===== src/rtl/hfsm_pkg.sv =====
`timescale 1ns/1ps
package hfsm_pkg;
  localparam int unsigned STATE_W = 2;
  localparam int unsigned NUM_ST  = 1 << STATE_W;

  typedef enum logic [STATE_W-1:0] {
    ST_IDLE = 2'd0,
    ST_LOAD = 2'd1,
    ST_RUN  = 2'd2,
    ST_DONE = 2'd3
  } seq_state_e;

  function automatic bit is_pow2(input int unsigned p);
    return (p != 0) && ((p & (p - 1)) == 0);
  endfunction

  // smallest r with 2^r >= k + r + 1
  function automatic int unsigned chk_bits(input int unsigned k);
    int unsigned r;
    r = 1;
    while ((1 << r) < (k + r + 1)) r++;
    return r;
  endfunction

  // codeword position (1-based) of data bit i: i-th non-power-of-two slot
  function automatic int unsigned data_pos(input int unsigned i);
    int unsigned n, p;
    bit found;
    n = 0; p = 0; found = 1'b0;
    for (int unsigned q = 3; q < 64; q++) begin
      if (!found && !is_pow2(q)) begin
        if (n == i) begin
          p = q;
          found = 1'b1;
        end
        n++;
      end
    end
    return p;
  endfunction

  localparam int unsigned CODE_W = STATE_W + chk_bits(STATE_W) + 1;
endpackage


===== src/rtl/secded_enc.sv =====
`timescale 1ns/1ps
module secded_enc
  import hfsm_pkg::*;
#(
  parameter int unsigned K = STATE_W
) (
  input  logic [K-1:0]                   data_i,
  output logic [K+chk_bits(K):0]         code_o
);
  localparam int unsigned R = chk_bits(K);
  localparam int unsigned N = K + R;

  logic [N:0] cw;
  logic       par;

  // bit 0 is overall parity; 1..N is a plain Hamming codeword
  always_comb begin
    cw = '0;
    for (int i = 0; i < K; i++) cw[data_pos(i)] = data_i[i];
    for (int j = 0; j < R; j++) begin
      par = 1'b0;
      for (int q = 1; q <= N; q++)
        if ((((q >> j) & 1) != 0) && !is_pow2(q)) par = par ^ cw[q];
      cw[1 << j] = par;
    end
    cw[0] = ^cw[N:1];
  end

  assign code_o = cw;
endmodule


===== src/rtl/secded_dec.sv =====
`timescale 1ns/1ps
module secded_dec
  import hfsm_pkg::*;
#(
  parameter int unsigned K = STATE_W
) (
  input  logic [K+chk_bits(K):0] code_i,
  output logic [K-1:0]           data_o,
  output logic                   sec_o,
  output logic                   ded_o
);
  localparam int unsigned R = chk_bits(K);
  localparam int unsigned N = K + R;

  logic [R-1:0] syn;
  logic         odd;
  logic         hit;
  logic [N:0]   fixed;

  always_comb begin
    syn = '0;
    for (int j = 0; j < R; j++)
      for (int q = 1; q <= N; q++)
        if (((q >> j) & 1) != 0) syn[j] = syn[j] ^ code_i[q];
    odd   = ^code_i;
    fixed = code_i;
    hit   = 1'b0;
    sec_o = 1'b0;
    ded_o = 1'b0;
    if (odd) begin
      if (syn == '0) begin
        fixed[0] = ~fixed[0];
        hit      = 1'b1;
      end else begin
        for (int q = 1; q <= N; q++)
          if (int'(syn) == q) begin
            fixed[q] = ~fixed[q];
            hit      = 1'b1;
          end
      end
      // odd parity with a syndrome past the word: more than one upset
      sec_o = hit;
      ded_o = !hit;
    end else if (syn != '0) begin
      ded_o = 1'b1;
    end
    for (int i = 0; i < K; i++) data_o[i] = fixed[data_pos(i)];
  end
endmodule


===== src/rtl/seq_core.sv =====
`timescale 1ns/1ps
module seq_core
  import hfsm_pkg::*;
(
  input  seq_state_e        state_i,
  input  logic [1:0]        ctrl_i,
  output seq_state_e        next_o,
  output logic [NUM_ST-1:0] out_o
);
  always_comb begin
    unique case (state_i)
      ST_IDLE: next_o = ctrl_i[0] ? ST_LOAD : ST_IDLE;
      ST_LOAD: next_o = ST_RUN;
      ST_RUN:  next_o = ctrl_i[1] ? ST_RUN : ST_DONE;
      ST_DONE: next_o = ST_IDLE;
      default: next_o = ST_IDLE;
    endcase
  end

  for (genvar g = 0; g < NUM_ST; g++) begin : g_out
    assign out_o[g] = (STATE_W'(state_i) == STATE_W'(g));
  end
endmodule


===== src/rtl/hfsm_top.sv =====
`timescale 1ns/1ps
module hfsm_top
  import hfsm_pkg::*;
(
  input  logic              clk_i,
  input  logic              rst_ni,
  input  logic [1:0]        ctrl_i,
  input  logic              inj_en_i,
  input  logic [CODE_W-1:0] inj_mask_i,
  output logic [NUM_ST-1:0] seq_o,
  output logic              sec_o,
  output logic              ded_o
);
  // encoding of ST_IDLE (all-zero data) is the all-zero word
  localparam logic [CODE_W-1:0] RST_WORD = '0;

  logic [CODE_W-1:0]  word_q, word_d, code_w;
  logic [STATE_W-1:0] cur_bits;
  seq_state_e         cur_st, nxt_st, wr_st;
  logic               sec_w, ded_w, ded_q;

  secded_dec #(.K(STATE_W)) u_dec (
    .code_i (word_q),
    .data_o (cur_bits),
    .sec_o  (sec_w),
    .ded_o  (ded_w)
  );

  assign cur_st = seq_state_e'(cur_bits);

  seq_core u_core (
    .state_i (cur_st),
    .ctrl_i  (ctrl_i),
    .next_o  (nxt_st),
    .out_o   (seq_o)
  );

  assign wr_st = ded_w ? ST_IDLE : nxt_st;

  secded_enc #(.K(STATE_W)) u_enc (
    .data_i (wr_st),
    .code_o (code_w)
  );

  assign word_d = code_w ^ (inj_en_i ? inj_mask_i : '0);

  always_ff @(posedge clk_i or negedge rst_ni) begin
    if (!rst_ni) begin
      word_q <= RST_WORD;
      ded_q  <= 1'b0;
    end else begin
      word_q <= word_d;
      ded_q  <= ded_q | ded_w;
    end
  end

  assign sec_o = sec_w;
  assign ded_o = ded_q;


  onehot_out_chk: assert property (@(posedge clk_i) disable iff (!rst_ni)
    $countones(seq_o) == 1);

  flag_excl_chk: assert property (@(posedge clk_i) disable iff (!rst_ni)
    !(sec_w && ded_w));

  ded_to_idle_chk: assert property (@(posedge clk_i) disable iff (!rst_ni)
    (ded_w && !inj_en_i) |=> (cur_st == ST_IDLE) && ded_o);

  ded_sticky_chk: assert property (@(posedge clk_i) disable iff (!rst_ni)
    ded_o |=> ded_o);

  clean_rewrite_chk: assert property (@(posedge clk_i) disable iff (!rst_ni)
    !inj_en_i |=> !sec_w && !ded_w);
endmodule


===== config.mk =====
export PLATFORM = sky130hd
export DESIGN_NAME = hfsm_top
export DESIGN_NICKNAME = d
export VERILOG_FILES = /design/src/rtl/hfsm_pkg.sv /design/src/rtl/secded_enc.sv /design/src/rtl/secded_dec.sv /design/src/rtl/seq_core.sv /design/src/rtl/hfsm_top.sv
export SDC_FILE = /design/constraint.sdc
export NUM_CORES = 1
export LEC_CHECK = 0
export CAP_MARGIN = 20
export CORE_MARGIN = 2
export CORE_UTILIZATION = 40
export CTS_BUF_LIST = sky130_fd_sc_hd__clkbuf_8
export DETAILED_ROUTE_END_ITERATION = 8
export DONT_BUFFER_PORTS = 1
export GPL_ROUTABILITY_DRIVEN = 0
export SKIP_LAST_GASP = 1
export SLEW_MARGIN = 20
export SYNTH_ARGS = -nofsm -noshare
export SYNTH_HDL_FRONTEND = slang
export SYNTH_HIERARCHICAL = 1
export SYNTH_SLANG_ARGS = --single-unit

===== constraint.sdc =====
create_clock -name clk_i -period 2.45 [get_ports clk_i]
set_clock_uncertainty 0.05 [all_clocks]
set_input_delay 0.245 -clock clk_i [delete_from_list [all_inputs] [get_ports clk_i]]
set_output_delay 0.245 -clock clk_i [all_outputs]
set_load 0.01 [all_outputs]

==> results.md <==
* Status: completed
* Register area share after synthesis at 27.4%
* Final WL at 1.13 mm
* Synth Area in XOR/XNOR at around 15%
* Die width at 44.0 µm
* WL per Instance at 12.0 µm
* Slew HR at around 73%
* Longest Clk Path Bufs at 2
* WP data arrival at between 2000 and 2500 ps
* NetSw at 630 µW
* Number of synthesis warnings at 6
* Sw Share at ~45%
* Non-Filler Instances at 94
* Most frequent cells in the layout: nand2_1, xnor2_1, buf_4
* Mapped Nets at 88
* Hpwl dp at 837 µm
* First DRT Iteration DRCs at 5
* Ant. Diodes at 0
* Ys flop type: dfrtp_1
* Worst hold path class: in -> reg
* Initial Util at 42.4%
* Achievable frequency at 0.428 GHz
* Buffers and inverters on the worst path at 1
* Post-Synth Simple-Gate Area at 20.2%
* Clk_lat worst skew at 220 ps
* Port bufs at 0
* Synth unique cells at 27
* Area of the multi-input gates at 433 µm²
* Hold Crit Start: inj_mask_i[3]
* PwrDens at 1840 mW/mm²
* Core area at 0.00151 mm²
* CP startpoint kind: register
* Antenna violations before repair at 0
* # clock sinks at 7
* Die Ht at 44.0 µm
* Worst hold path depth at 2
* Crit Path Max Fanout at 3
* Min Hold Slack at 121 ps
* Post-synth EDFFs at 0
* Post-CTS Setup Bufs at 0
* Commonest non-fill, non-tap cell in the layout: nand2_1
* Via count at 498
* Via/cell ratio at 5.30
* I/O pin total at 17
* Fin. max-slew vios at 0
* Share of layout cells above drive strength 1 at 34.6%
* Post-Syn Area at approximately 640 µm²
* Crit path largest cell delay at 370 ps
* Crit. End Element: register
* Sequential power share at between 10% and 20%
* Layout net count at 94
* Final Critical Period at around 2300 ps
* Synth Area in Compound Gates at 16.4%
* Max H-tree Level at 1
* Std cell rows at 14
* Cells after Synth at 73
* Clock transition at path regs at 40 ps
* R2r setup slk at 110 ps
* CP max stage cell: dfrtp_1
* Number of global-route vias before repair at 474
* Synthesis-to-layout area growth at 18.6%
* Cell-internal power at 763 µW
* P_leak at 0.308 nW
* Final Hold Violating Endpoints at 0
* RR Startpoint: word_q[1]$_DFF_PN0_
* CTS root buffer: clkbuf_8
* Max_cap viols at 0
* Drt pass-1 iters at 4
* Cell family contributing the most delay on the critical path: simple AND/OR/NAND/NOR gates
* Final Cycle Share at between 90% and 100%
* Total CTS buffers at 3
* Die area at 0.00193 mm²
* Register Area at 175 µm²
* Reg-to-reg endpoint: word_q[1]$_DFF_PN0_
* Worst-Margin Slew at a little over 400 ps
* Placed cell count at 89
* Maximum VDD drop at 787 µV
* Largest family of logic cells by synthesized area: simple AND/OR/NAND/NOR gates
* Power Total at 1.39 mW
* Avg Cell Area, Syn at roughly 8.8 µm²
* WP data required at 2540 ps
* Setup TNS at 0 ps
* Comb power frac at 72.0%
* Worst Hold Endpoint: word_q[3]$_DFF_PN0_
* Asr flop ratio synth at 100%
* Congestion Overflow GR at 0
* Clock share of power at 10.9%
* Synthesized flop and latch total at 7
* GRT Overall Usage at a little over an eighth
* Mux contribution to synthesized area at 1.57%
* Residual DRC at 0
* Post-Synth Adder-Cell Area at 7.83%
* First-pass GRT wire length at around 1.8 mm
* Critical Setup Path Class: reg -> reg
* Cell Chain, Critical Path: or2_2 -> nor2_4 -> nor3_1 -> a211oi_2 -> inv_1 -> ha_2 -> o21ai_2 -> nor2b_4 -> xor2_2 -> xnor2_1
* CP Depth at 10
* R2R depth at 10
* CTS tree: done
* Pin count of the biggest net entering global routing at 12
* Final ANT Viol Nets at 0
* Fill count at 150
* Final setup viols at 0
-- flip-flops by register name, indices dropped and copies added (netlist names) --
name / flops
word_q: 6
ded_o: 1
-- metal layers --
layer	up-vias	track usage (%)	routed length (µm)	part of all wire, %
li1	252	-	-	-
met1	233	14.2	464	41
met2	11	21.8	615	54
met3	2	2.50	42	3.7
met4	0	10.3	8	0.71
met5	-	0	0	0
-- cells in the mapped netlist, drive strengths merged (2+ instances only) --
master,n,area [µm²]
xor2,2,17.5
nor2,3,11.3
nor3,3,15.0
a21oi,2,10.0
nand3,2,10.0
a211oi,3,22.5
o211ai,2,25.0
dfrtp,7,175
o21ai,3,18.8
or2,2,12.5
ha,4,50.1
buf,8,58.8
xnor2,9,78.8
inv,2,7.51
nand2,11,41.3
nor2b,2,12.5
-- logic make-up (layout without fill, tap and decap cells) --
| group | after synthesis | after routing |
|---|---|---|
| muxes | 1 | 1 |
| AOI/OAI and AO/OA | 13 | 13 |
| buffers and inverters | 11 | 16 |
| xor gates and xnor gates | 11 | 11 |
| and+or+nand+nor | 26 | 26 |
| DFF | 7 | 7 |
| adders and majority gates | 4 | 4 |
-- cell type report --
type / instances / share of cell area [%]
clock buffers: 3 / 5.45
clock inverters: 1 / 0.495
inverters: 2 / 0.990
multi-input cells: 55 / 57.1
flip-flops and latches: 7 / 23.1
well taps: 16 / 2.64
repair buffers: 10 / 10.2
-- worst reg2reg max path, cell delays in order, from the launching register on --
cell and delay, ps:
dfrtp_1 370, or2_2 340, nor2_4 130, nor3_1 60
a211oi_2 310, inv_1 130, ha_2 210, o21ai_2 130
nor2b_4 180, xor2_2 190, xnor2_1 140
-- metrics by stage --
stage / util (%) / area, µm² / worst slack, ps
after floorplan: - / 649 / 30.1
after global placement: 44.5 / 671 / 12.6
after detailed placement: 44.5 / 671 / -69.4
after CTS: 48.5 / 731 / 39.6
after global routing: 50.3 / 758 / -20.6
final: 50.3 / 758 / 115
-- worst max path at each step --
stage	start	end	slack [ps]
2_1_floorplan	word_q[3]$_DFF_PN0_	word_q[1]$_DFF_PN0_	30
3_3_place_gp	word_q[1]$_DFF_PN0_	word_q[0]$_DFF_PN0_	10
3_5_place_dp	word_q[1]$_DFF_PN0_	word_q[1]$_DFF_PN0_	-70
4_1_cts	word_q[1]$_DFF_PN0_	word_q[1]$_DFF_PN0_	40
5_1_grt	word_q[1]$_DFF_PN0_	word_q[0]$_DFF_PN0_	-20
6_report	word_q[1]$_DFF_PN0_	word_q[1]$_DFF_PN0_	110
-- power by group through the flow --
stage	combinational (mW)	sequential [mW]	clock, mW
6_report	1.00	0.239	0.152
5_1_grt	1.12	0.252	0.164
4_1_cts	0.938	0.237	0.157
3_5_place_dp	0.917	0.239	0
3_3_place_gp	0.911	0.237	0
2_1_floorplan	0.862	0.205	0
-- timing repair --
item / 4_1_cts / 5_1_grt
hold buffers: 1 / 0
endpoints found under the hold margin: 7 / 0
gates resized for setup: 1 / 6
pin swaps: 0 / 1
endpoints found under the setup margin: 2 / 2
cloned: 0 / 0
No activity file was read; power rests on OpenSTA's default activity.
